--- src/rtl/nand_strobe_pkg.sv ---
package nand_strobe_pkg;
  typedef enum logic [1:0] {
    OP_CMD   = 2'd0,
    OP_ADDR  = 2'd1,
    OP_WRITE = 2'd2,
    OP_READ  = 2'd3
  } nand_op_e;

  typedef enum logic [1:0] {
    PH_IDLE   = 2'd0,
    PH_SETUP  = 2'd1,
    PH_STROBE = 2'd2,
    PH_HOLD   = 2'd3
  } nand_phase_e;
endpackage

--- src/rtl/nand_rb_sync.sv ---
module nand_rb_sync (
  input  logic clk_i,
  input  logic rst_ni,
  input  logic rb_i,
  output logic ready_o
);
  logic meta_q, sync_q;

  always_ff @(posedge clk_i or negedge rst_ni) begin
    if (!rst_ni) begin
      meta_q <= 1'b0;
      sync_q <= 1'b0;
    end else begin
      meta_q <= rb_i;
      sync_q <= meta_q;
    end
  end

  assign ready_o = sync_q;
endmodule

--- src/rtl/nand_ce_ctrl.sv ---
module nand_ce_ctrl (
  input  logic clk_i,
  input  logic rst_ni,
  input  logic ce_wr_i,
  input  logic ce_val_i,
  input  logic suspend_i,
  input  logic resume_i,
  output logic nce_o
);
  logic ce_q, saved_q, susp_q;

  always_ff @(posedge clk_i or negedge rst_ni) begin
    if (!rst_ni) begin
      ce_q    <= 1'b1;
      saved_q <= 1'b1;
      susp_q  <= 1'b0;
    end else if (suspend_i) begin
      if (!susp_q) saved_q <= ce_q;
      ce_q   <= 1'b1;
      susp_q <= 1'b1;
    end else if (resume_i) begin
      if (susp_q) ce_q <= saved_q;
      susp_q <= 1'b0;
    end else if (ce_wr_i && !susp_q) begin
      ce_q <= ce_val_i;
    end
  end

  assign nce_o = ce_q;

  p_suspend_high_r9: assert property (@(posedge clk_i) disable iff (!rst_ni)
    suspend_i |=> nce_o);

  p_ce_write_r8: assert property (@(posedge clk_i) disable iff (!rst_ni)
    (ce_wr_i && !suspend_i && !resume_i && !susp_q) |=> (nce_o == $past(ce_val_i)));
endmodule

--- src/rtl/nand_cycle_seq.sv ---
module nand_cycle_seq
  import nand_strobe_pkg::*;
#(
  parameter int DATA_W = 32,
  parameter int CNT_W  = 3
) (
  input  logic              clk_i,
  input  logic              rst_ni,
  input  logic              start_i,
  input  nand_op_e          op_i,
  input  logic              word_i,
  input  logic [DATA_W-1:0] wdata_i,
  input  logic [CNT_W-1:0]  setup_i,
  input  logic [CNT_W-1:0]  width_i,
  input  logic [CNT_W-1:0]  hold_i,
  input  logic [7:0]        din_i,
  output nand_phase_e       phase_o,
  output nand_op_e          op_o,
  output logic [7:0]        dout_o,
  output logic [DATA_W-1:0] rdata_o
);
  localparam int BYTES = DATA_W / 8;
  localparam int IDX_W = (BYTES > 1) ? $clog2(BYTES) : 1;

  nand_phase_e       phase_q;
  nand_op_e          op_q;
  logic              word_q;
  logic [CNT_W-1:0]  cnt_q;
  logic [IDX_W-1:0]  idx_q;
  logic [DATA_W-1:0] shift_q, rd_q;
  logic              cnt_zero, last_byte;

  assign cnt_zero  = (cnt_q == '0);
  assign last_byte = !word_q || (idx_q == IDX_W'(BYTES - 1));

  always_ff @(posedge clk_i or negedge rst_ni) begin
    if (!rst_ni) begin
      phase_q <= PH_IDLE;
      op_q    <= OP_CMD;
      word_q  <= 1'b0;
      cnt_q   <= '0;
      idx_q   <= '0;
      shift_q <= '0;
      rd_q    <= '0;
    end else begin
      unique case (phase_q)
        PH_IDLE: if (start_i) begin
          phase_q <= PH_SETUP;
          cnt_q   <= setup_i;
          op_q    <= op_i;
          word_q  <= word_i && (op_i == OP_WRITE || op_i == OP_READ);
          idx_q   <= '0;
          shift_q <= wdata_i;
          rd_q    <= '0;
        end
        PH_SETUP: begin
          if (cnt_zero) begin
            phase_q <= PH_STROBE;
            cnt_q   <= width_i;
          end else cnt_q <= cnt_q - 1'b1;
        end
        PH_STROBE: begin
          if (cnt_zero) begin
            phase_q <= PH_HOLD;
            cnt_q   <= hold_i;
            if (op_q == OP_READ)
              rd_q <= word_q ? {din_i, rd_q[DATA_W-1:8]}
                             : {{(DATA_W-8){1'b0}}, din_i};
          end else cnt_q <= cnt_q - 1'b1;
        end
        PH_HOLD: begin
          if (cnt_zero) begin
            if (last_byte) phase_q <= PH_IDLE;
            else begin
              phase_q <= PH_SETUP;
              cnt_q   <= setup_i;
              idx_q   <= idx_q + 1'b1;
              shift_q <= shift_q >> 8;
            end
          end else cnt_q <= cnt_q - 1'b1;
        end
        default: phase_q <= PH_IDLE;
      endcase
    end
  end

  assign phase_o = phase_q;
  assign op_o    = op_q;
  assign dout_o  = shift_q[7:0];
  assign rdata_o = rd_q;

  p_width_load_r2: assert property (@(posedge clk_i) disable iff (!rst_ni)
    (phase_q == PH_SETUP && cnt_zero) |=> (phase_q == PH_STROBE && cnt_q == $past(width_i)));

  p_hold_after_strobe_r3: assert property (@(posedge clk_i) disable iff (!rst_ni)
    (phase_q == PH_HOLD && $past(phase_q) != PH_HOLD) |-> ($past(phase_q) == PH_STROBE));
endmodule

--- src/rtl/nand_strobe_ctrl.sv ---
module nand_strobe_ctrl
  import nand_strobe_pkg::*;
#(
  parameter bit WIDE_SETUP = 1'b0,
  parameter int DATA_W     = 32
) (
  input  logic              clk_i,
  input  logic              rst_ni,
  input  logic              en_i,
  input  logic [2:0]        setup_cnt_i,
  input  logic [2:0]        width_cnt_i,
  input  logic [2:0]        hold_cnt_i,
  input  logic              req_i,
  input  logic [1:0]        op_i,
  input  logic              word_i,
  input  logic [DATA_W-1:0] wdata_i,
  output logic [DATA_W-1:0] rdata_o,
  output logic              busy_o,
  input  logic              ce_wr_i,
  input  logic              ce_val_i,
  input  logic              suspend_i,
  input  logic              resume_i,
  output logic              nce_o,
  input  logic              rb_i,
  output logic              ready_o,
  input  logic [7:0]        io_i,
  output logic [7:0]        io_o,
  output logic              io_oe_o,
  output logic              cle_o,
  output logic              ale_o,
  output logic              nwe_o,
  output logic              nre_o
);
  localparam int CNT_W = 3;

  logic [CNT_W-1:0] setup_eff;
  nand_phase_e      phase;
  nand_op_e         cur_op;
  logic             active, start, strobe;

  generate
    if (WIDE_SETUP) begin : g_wide_setup
      assign setup_eff = setup_cnt_i;
    end else begin : g_narrow_setup
      assign setup_eff = {1'b0, setup_cnt_i[1:0]};
    end
  endgenerate

  assign active = (phase != PH_IDLE);
  assign start  = req_i && en_i && !active;
  assign strobe = en_i && (phase == PH_STROBE);

  nand_cycle_seq #(.DATA_W(DATA_W), .CNT_W(CNT_W)) u_seq (
    .clk_i   (clk_i),
    .rst_ni  (rst_ni),
    .start_i (start),
    .op_i    (nand_op_e'(op_i)),
    .word_i  (word_i),
    .wdata_i (wdata_i),
    .setup_i (setup_eff),
    .width_i (width_cnt_i),
    .hold_i  (hold_cnt_i),
    .din_i   (io_i),
    .phase_o (phase),
    .op_o    (cur_op),
    .dout_o  (io_o),
    .rdata_o (rdata_o)
  );

  nand_ce_ctrl u_ce (
    .clk_i     (clk_i),
    .rst_ni    (rst_ni),
    .ce_wr_i   (ce_wr_i),
    .ce_val_i  (ce_val_i),
    .suspend_i (suspend_i),
    .resume_i  (resume_i),
    .nce_o     (nce_o)
  );

  nand_rb_sync u_rb (
    .clk_i   (clk_i),
    .rst_ni  (rst_ni),
    .rb_i    (rb_i),
    .ready_o (ready_o)
  );

  assign busy_o  = active;
  assign cle_o   = en_i && active && (cur_op == OP_CMD);
  assign ale_o   = en_i && active && (cur_op == OP_ADDR);
  assign io_oe_o = en_i && active && (cur_op != OP_READ);
  assign nwe_o   = !(strobe && cur_op != OP_READ);
  assign nre_o   = !(strobe && cur_op == OP_READ);

  p_strobe_excl_r2: assert property (@(posedge clk_i) disable iff (!rst_ni)
    nwe_o || nre_o);

  p_cle_ale_excl_r4: assert property (@(posedge clk_i) disable iff (!rst_ni)
    !(cle_o && ale_o));

  p_idle_quiet_r7: assert property (@(posedge clk_i) disable iff (!rst_ni)
    !busy_o |-> (nwe_o && nre_o && !cle_o && !ale_o));

  p_disable_quiet_r11: assert property (@(posedge clk_i) disable iff (!rst_ni)
    !en_i |-> (nwe_o && nre_o && !cle_o && !ale_o && !io_oe_o));
endmodule

--- config.mk ---
export PLATFORM = sky130hd
export DESIGN_NAME = nand_strobe_ctrl
export DESIGN_NICKNAME = d
export VERILOG_FILES = /design/src/rtl/nand_strobe_pkg.sv /design/src/rtl/nand_rb_sync.sv /design/src/rtl/nand_ce_ctrl.sv /design/src/rtl/nand_cycle_seq.sv /design/src/rtl/nand_strobe_ctrl.sv
export SDC_FILE = /design/constraint.sdc
export NUM_CORES = 1
export LEC_CHECK = 0
export ABC_CLOCK_PERIOD_IN_PS = 1900
export CAP_MARGIN = 40
export CORE_ASPECT_RATIO = 1.1
export CORE_MARGIN = 4
export CORE_UTILIZATION = 49
export CTS_CLUSTER_SIZE = 12
export DETAILED_ROUTE_END_ITERATION = 10
export PLACE_DENSITY = 0.9
export SYNTH_ARGS = -nofsm -noshare
export SYNTH_HDL_FRONTEND = slang
export SYNTH_HIERARCHICAL = 1
export SYNTH_SLANG_ARGS = --single-unit
--- constraint.sdc ---
create_clock -name clk_i -period 1.9 [get_ports clk_i]
set_input_delay 0.57 -clock clk_i [delete_from_list [all_inputs] [get_ports clk_i]]
set_output_delay 0.57 -clock clk_i [all_outputs]
set_load 0.005 [all_outputs]
* After elaboration in Yosys (flattened, before gate mapping) *
Index checks and enable logic that the tools add are counted.

word-level totals
  register bits = 79
  latch bits = 0
  bits in writable memories = 0
  ROM bits = 0
  bits of input ports = 61
  word-level logic and storage cells = 92
  memories = 0

cells by class
  add/sub/neg operators = 2
  $mul = 0
  div/mod/pow operators = 0
  $lt $le $gt $ge = 0
  equality and inequality tests = 16
  shifts and indexed selects = 0
  mux-type cells = 31
  bitwise logic cells = 0
  reductions and logical operators = 31

operators with widths
  kind                 number
  $mux 32              7
  $pmux 32 s2          2
  $mux 3               5
  $mux 2               7
  $eq 2x2->1 const B   6
  $pmux 3 s4           1
  $reduce_and 4->1     3
  $logic_and 1x1->1    11
  $ne 2x1->1 const B   4
  $pmux 2 s4           1
  $reduce_bool 2->1    4
  $mux 1               7
  $ne 2x2->1 const B   3
  $logic_not 1->1      5
  $eq 2x1->1 const B   2
  $logic_not 2->1      2
  $pmux 2 s2           1
  $reduce_and 2->1     2
  $logic_not 3->1      1
  $ne 3x3->1 const B   1
  $reduce_bool 3->1    1
  $sub 3x1->3 const B  1
  $add 2x1->2 const B  1
  $logic_or 1x1->1     2

* Logic depth before layout (Yosys ltp) *
  depth in word-level cells = 5
  mapped depth = 9

* Modules after synthesis *
Netlist, hierarchy kept.

modules (own cells, without submodules)
  module            times used  cells each  area an instance (µm²)  seq. area each (µm²)
  nand_cycle_seq    1           381         3743.6                  1851.8
  nand_ce_ctrl      1           14          145.1                   77.6
  nand_strobe_ctrl  1           12          66.3                    0.0
  nand_rb_sync      1           2           50.0                    50.0

* Least setup slack after synthesis *
No wires, ideal clock.

  path kind = register -> register
  start = register u_seq.phase_q[1] (netlist: u_seq/phase_o[1])
  end = register u_seq.rd_q[10] (netlist: u_seq/rdata_o[10])
  library setup time = 0.122 ns
  data arrival time = 1.576 ns
  required time = 1.778 ns
  path slack = 0.202 ns
  stages on the path, launching flop included = 9
  clock period less this slack = 1.698 ns
  cell sequence = dfrtp_1 or2_4 nor2_2 nor2b_1 a211o_1 buf_6 buf_6 nand2_1 o21ai_1

between the ends
  longest elaborated chain between the ends = 5
  elaborated cells on any way between the ends = 11
  those cells by class = eq/ne (4); mux (1); reduce/logical (6)

RTL lines
  what                               line                    text
  from (decl)                        nand_cycle_seq.sv:25    nand_phase_e phase_q;
  from (signal assigned)             nand_cycle_seq.sv:38    phase_q <= PH_IDLE;
  from (signal assigned)             nand_cycle_seq.sv:48    phase_q <= PH_SETUP;
  from (signal assigned)             nand_cycle_seq.sv:58    phase_q <= PH_STROBE;
  $reduce_bool 2->1                  nand_strobe_ctrl.sv:49  assign active = (phase != PH_IDLE);
  net busy_o                         nand_strobe_ctrl.sv:18  output logic busy_o,
  $logic_not 1->1                    nand_strobe_ctrl.sv:50  assign start = req_i && en_i && !active;
  $logic_and 1x1->1                  nand_strobe_ctrl.sv:50
  net start                          nand_strobe_ctrl.sv:39  logic active, start, strobe;
  $ne 2x2->1 (no source line)        -
  $reduce_and 4->1 (no source line)  -
  to (signal assigned)               nand_cycle_seq.sv:67    rd_q <= word_q ? {din_i, rd_q[DATA_W-1:8]}
  to (decl)                          nand_cycle_seq.sv:30    logic [DATA_W-1:0] shift_q, rd_q;

The timed path passes the listed nets, and every way through them passes these cells.
A chain may end at the register's enable or synchronous reset.

* Final worst setup path *
  start = register u_seq.phase_q[0] (netlist: u_seq/phase_o[0])
  end = output nre_o

between the ends
  longest elaborated chain between the ends = 4

RTL lines
  what               line                    text
  $eq 2x2->1         nand_strobe_ctrl.sv:51  assign strobe = en_i && (phase == PH_STROBE);
  $logic_and 1x1->1  nand_strobe_ctrl.sv:51
  $logic_and 1x1->1  nand_strobe_ctrl.sv:92  assign nre_o = !(strobe && cur_op == OP_READ);
  $logic_not 1->1    nand_strobe_ctrl.sv:92
  to (decl)          nand_strobe_ctrl.sv:32  output logic nre_o

Every way passes these cells.

==> results.md <==
Run status:
- The run finished, with violations left.
- The final reports fail on negative setup slack.

Final layout:
- The non-filler instance count after layout is 634.
- The share of post-route cells with drive strength above 1 is 19.8%.
- The antenna diode count is 0.
- The commonest non-fill, non-tap cell in the layout is clkdlybuf4s50_1.
- Relative to the synthesized area, the layout overhead comes to 38.0%.
- In the layout the commonest cells are clkdlybuf4s50_1, nand2_1, dfrtp_1.
- The number of nets in the finished design is 589.
- Fill cells in the final layout number 577.

Worst setup path:
- The worst setup path category is flop to output pin.
- STA classifies the critical path startpoint as a flop.
- The arrival time reported for the critical path endpoint is 1.34 ns.
- The endpoint kind of the worst setup timing path is an output pin.
- Along the worst path, the maximum fanout reaches 4.
- The required time of the critical path is 1.33 ns.
- The setup slack of the most critical reg-to-reg path is 0.06 ns.

Global route:
- After global routing the overflow that remains totals 0.
- The largest net degree at the start of global routing is 80.
- The via count of the first global-routing pass came to 3272.
- The first global-routing pass estimated 15500 um of wire.
- The number of antenna violations at the first check in global routing is 0.
- In the global route stage, overall resource usage came out at 20.3%.

Synthesis:
- After synthesis the netlist holds a flip-flop and latch count of 79.
- The post-synthesis area per instance is 9.79 um2.
- The cell count after synthesis is 409.
- Sequential cells were found to cover 49.4% of the synthesized design area.
- The number of warnings issued by yosys is 6.
- The synthesized netlist contains 42 unique library cells.
- The combined area of all synthesized cells is 4010 um2.

Floorplan:
- The die is 94.2 um wide.
- The number of ports placed on the die boundary is 109.
- The area inside the core boundary is 7960 um2.
- For this configuration, the core starts out at a cell density of 50.3%.
- The floorplan has 34 rows.
- The die covers 9690 um2.
- The floorplan step set the die height to 103 um.

Placement:
- The final weighted congestion in routability-driven placement is 0.799.
- The number of cells after detailed placement is 613.
- The HPWL after detailed placement is 7040 um.
- The number of buffer cells added on primary ports is 107.
- The worst slack after detailed placement is -0.597 ns.

STA:
- Timing would allow up to 523 MHz.
- The worst-case clock skew is 0.0128 ns.
- The count of pins over their slew limit came to 0.
- The worst setup slack after layout is -0.0103 ns.
- Counting I/O delays and the setup requirement, the final critical path takes 1.91 ns.
- The number of failing hold endpoints at the final stage was 0.
- Setup repair after global routing could not meet its margin everywhere.
- In the finished design, the share of the clock period the worst path needs comes to 101%.
- Setup violations remaining at the end of the flow were counted as 1.

Route:
- After detailed routing, the number of vias per cell comes to 5.28.
- The iteration count of the initial detailed-routing pass is 4.
- The vias after detailed routing is 3346.
- Dividing the detail-routed wire length by the instance count gives 15.3 um.
- The routed wire length is 9710 um.
- The detailed router finished its first iteration with 139 violations.
- The DRC violation count after routing is 0.
- The count of nets left with antenna violations once routing finished came out at 0.

Clocking:
- For the worst-skew pair, the clock arrives at the later sink with an insertion delay of 0.34 ns.
- After clock tree synthesis, the clock-pin slew on the worst setup and hold paths is 0.08 ns.
- In this run the clock root is driven by a clkbuf_8.
- The number of CTS-inserted buffers is 9.
- The CTS sink count is 79.
- TritonCTS built the clock tree.
- The number of hold buffers added after cts is 0.
- In this run the deepest clock path goes through 2 buffers.
- In this run the number of H-tree levels came out at 3.

Hold path:
- The class of the tightest hold or removal check is primary input to asynchronous set/reset pin.

Power and ir drop:
- For this design the ratio of total power to cell area is 1460 nW/um2.
- Summed over all cells, the static leakage comes to 0.00231 uW.
- VDD sags by at most 809 uV.

Run:
- The reported max-cap violation count is 0.
[metrics by stage]
stage | instance area, um2 | total power, uW | util [%] | hold WS, ns | TNS (ns)
finish | 5530 | 8040 | 69.5 | 0.241 | -0.0103
global route | 5530 | 8620 | 69.5 | 0.262 | -0.338
CTS | 5450 | 7940 | 68.6 | 0.246 | -0.0327
detailed placement | 5210 | 6430 | 65.5 | 0.335 | -27.24
global placement | 5210 | 6240 | 65.5 | 0.333 | -23.87
floorplan | 4010 | 5250 | - | 0.274 | 0
[logic make-up after synthesis]
family / count (synthesis) / share of synthesized area [%]
buf+inv: 49 / 7.19
other cells: 1 / 0.0936
fa+ha+maj: 7 / 2.19
flops: 79 / 49.4
mux: 36 / 9.34
compound gates: 105 / 17.2
simple gates: 132 / 14.5
[critical path: stages, from the launching register on]
cell and delay (ns):
dfrtp_2 0.44, buf_6 0.13, and3b_1 0.22, nand3_1 0.08, buf_2 0.14
[report_power, final]
| group | leakage (uW) | total [uW] | internal (uW) | switching, uW |
|---|---|---|---|---|
| logic | 0.00121 | 3970 | 1920 | 2060 |
| registers | 0.000986 | 2600 | 2240 | 367 |
| clock network | 0.000120 | 1460 | 871 | 591 |
| total | 0.00231 | 8040 | 5020 | 3020 |
[cells in the mapped netlist]
cell type	instances	area share (%)
nand2_1	78	7.3
a41oi_1	1	0.22
buf_6	7	2.0
o22a_1	1	0.22
buf_4	10	1.9
mux2_2	11	3.1
a21oi_1	30	3.7
ha_1	7	2.2
nor3_1	3	0.37
nand3_1	11	1.4
nand4b_1	1	0.22
nand4bb_4	1	0.69
o21ai_0	21	2.6
o31ai_1	1	0.19
buf_2	9	1.1
clkbuf_2	2	0.25
a31oi_1	4	0.62
a31o_2	3	0.66
nor2_2	1	0.16
nor2_1	27	2.5
a21o_1	1	0.19
dfstp_2	2	1.3
a21boi_1	1	0.19
and2_1	1	0.16
a21oi_4	1	0.41
nor2b_1	2	0.31
o21ai_1	6	0.75
a211o_1	2	0.44
and3b_1	1	0.22
nand2b_1	3	0.47
dfrtp_1	77	48
nor3b_1	1	0.19
o22ai_1	3	0.47
conb_1	1	0.094
mux2i_1	25	6.2
clkbuf_1	5	0.47
inv_1	16	1.5
or2_4	1	0.22
o21ai_2	28	6.1
and4bb_2	1	0.31
a21o_2	1	0.22
a22oi_1	1	0.19
[what timing repair did]
action | CTS | global route
pin swaps | 1 | 2
cloned | 0 | 1
buffers inserted | 3 | 1
hold endpoints to repair | 0 | 0
endpoints found under the setup margin | 41 | 67
gates resized for setup | 19 | 10
[path summary, 6_finish.rpt]
check	startpoint	endpoint	depth (start not counted)
max	u_seq/phase_o[0]	nre_o	4
min	rst_ni	u_seq/op_o[1]	2
max reg2reg	u_seq/phase_o[1]	u_seq/phase_o[1]	7
min reg2reg	u_rb/meta_q	u_rb/ready_o	0
max in group asynchronous	rst_ni	u_seq/shift_q[10]	2
min in group clk_i	u_rb/meta_q	u_rb/ready_o	0
[cell type report]
cell class	count	area, um2	share of cell area [%]
inverters	16	60.1	1.09
flip-flops and latches	79	1980	35.8
clock inverters	6	109	1.97
clock buffers	10	128	2.31
well taps	108	135	2.45
repair buffers	133	1330	24.1
multi-input cells	282	1780	32.2
[per-layer routing]
layer / GRT usage (%) / routed length, um / vias to the layer above
met4: 5.44 / 159 / 0
met1: 23.8 / 3740 / 1585
li1: - / - / 1612
met5: 0 / 0 / -
met3: 7.08 / 805 / 19
met2: 35.5 / 5010 / 130
[flip-flops by register name (all words and copies together), names as in the netlist, 2 cells and up]
register,cells
u_seq/phase_o,2
u_seq/idx_q,2
u_seq/op_o,2
u_seq/rdata_o,32
u_seq/shift_q,32
u_seq/cnt_q,3
Note: power is estimated with default switching activity, not from simulation.
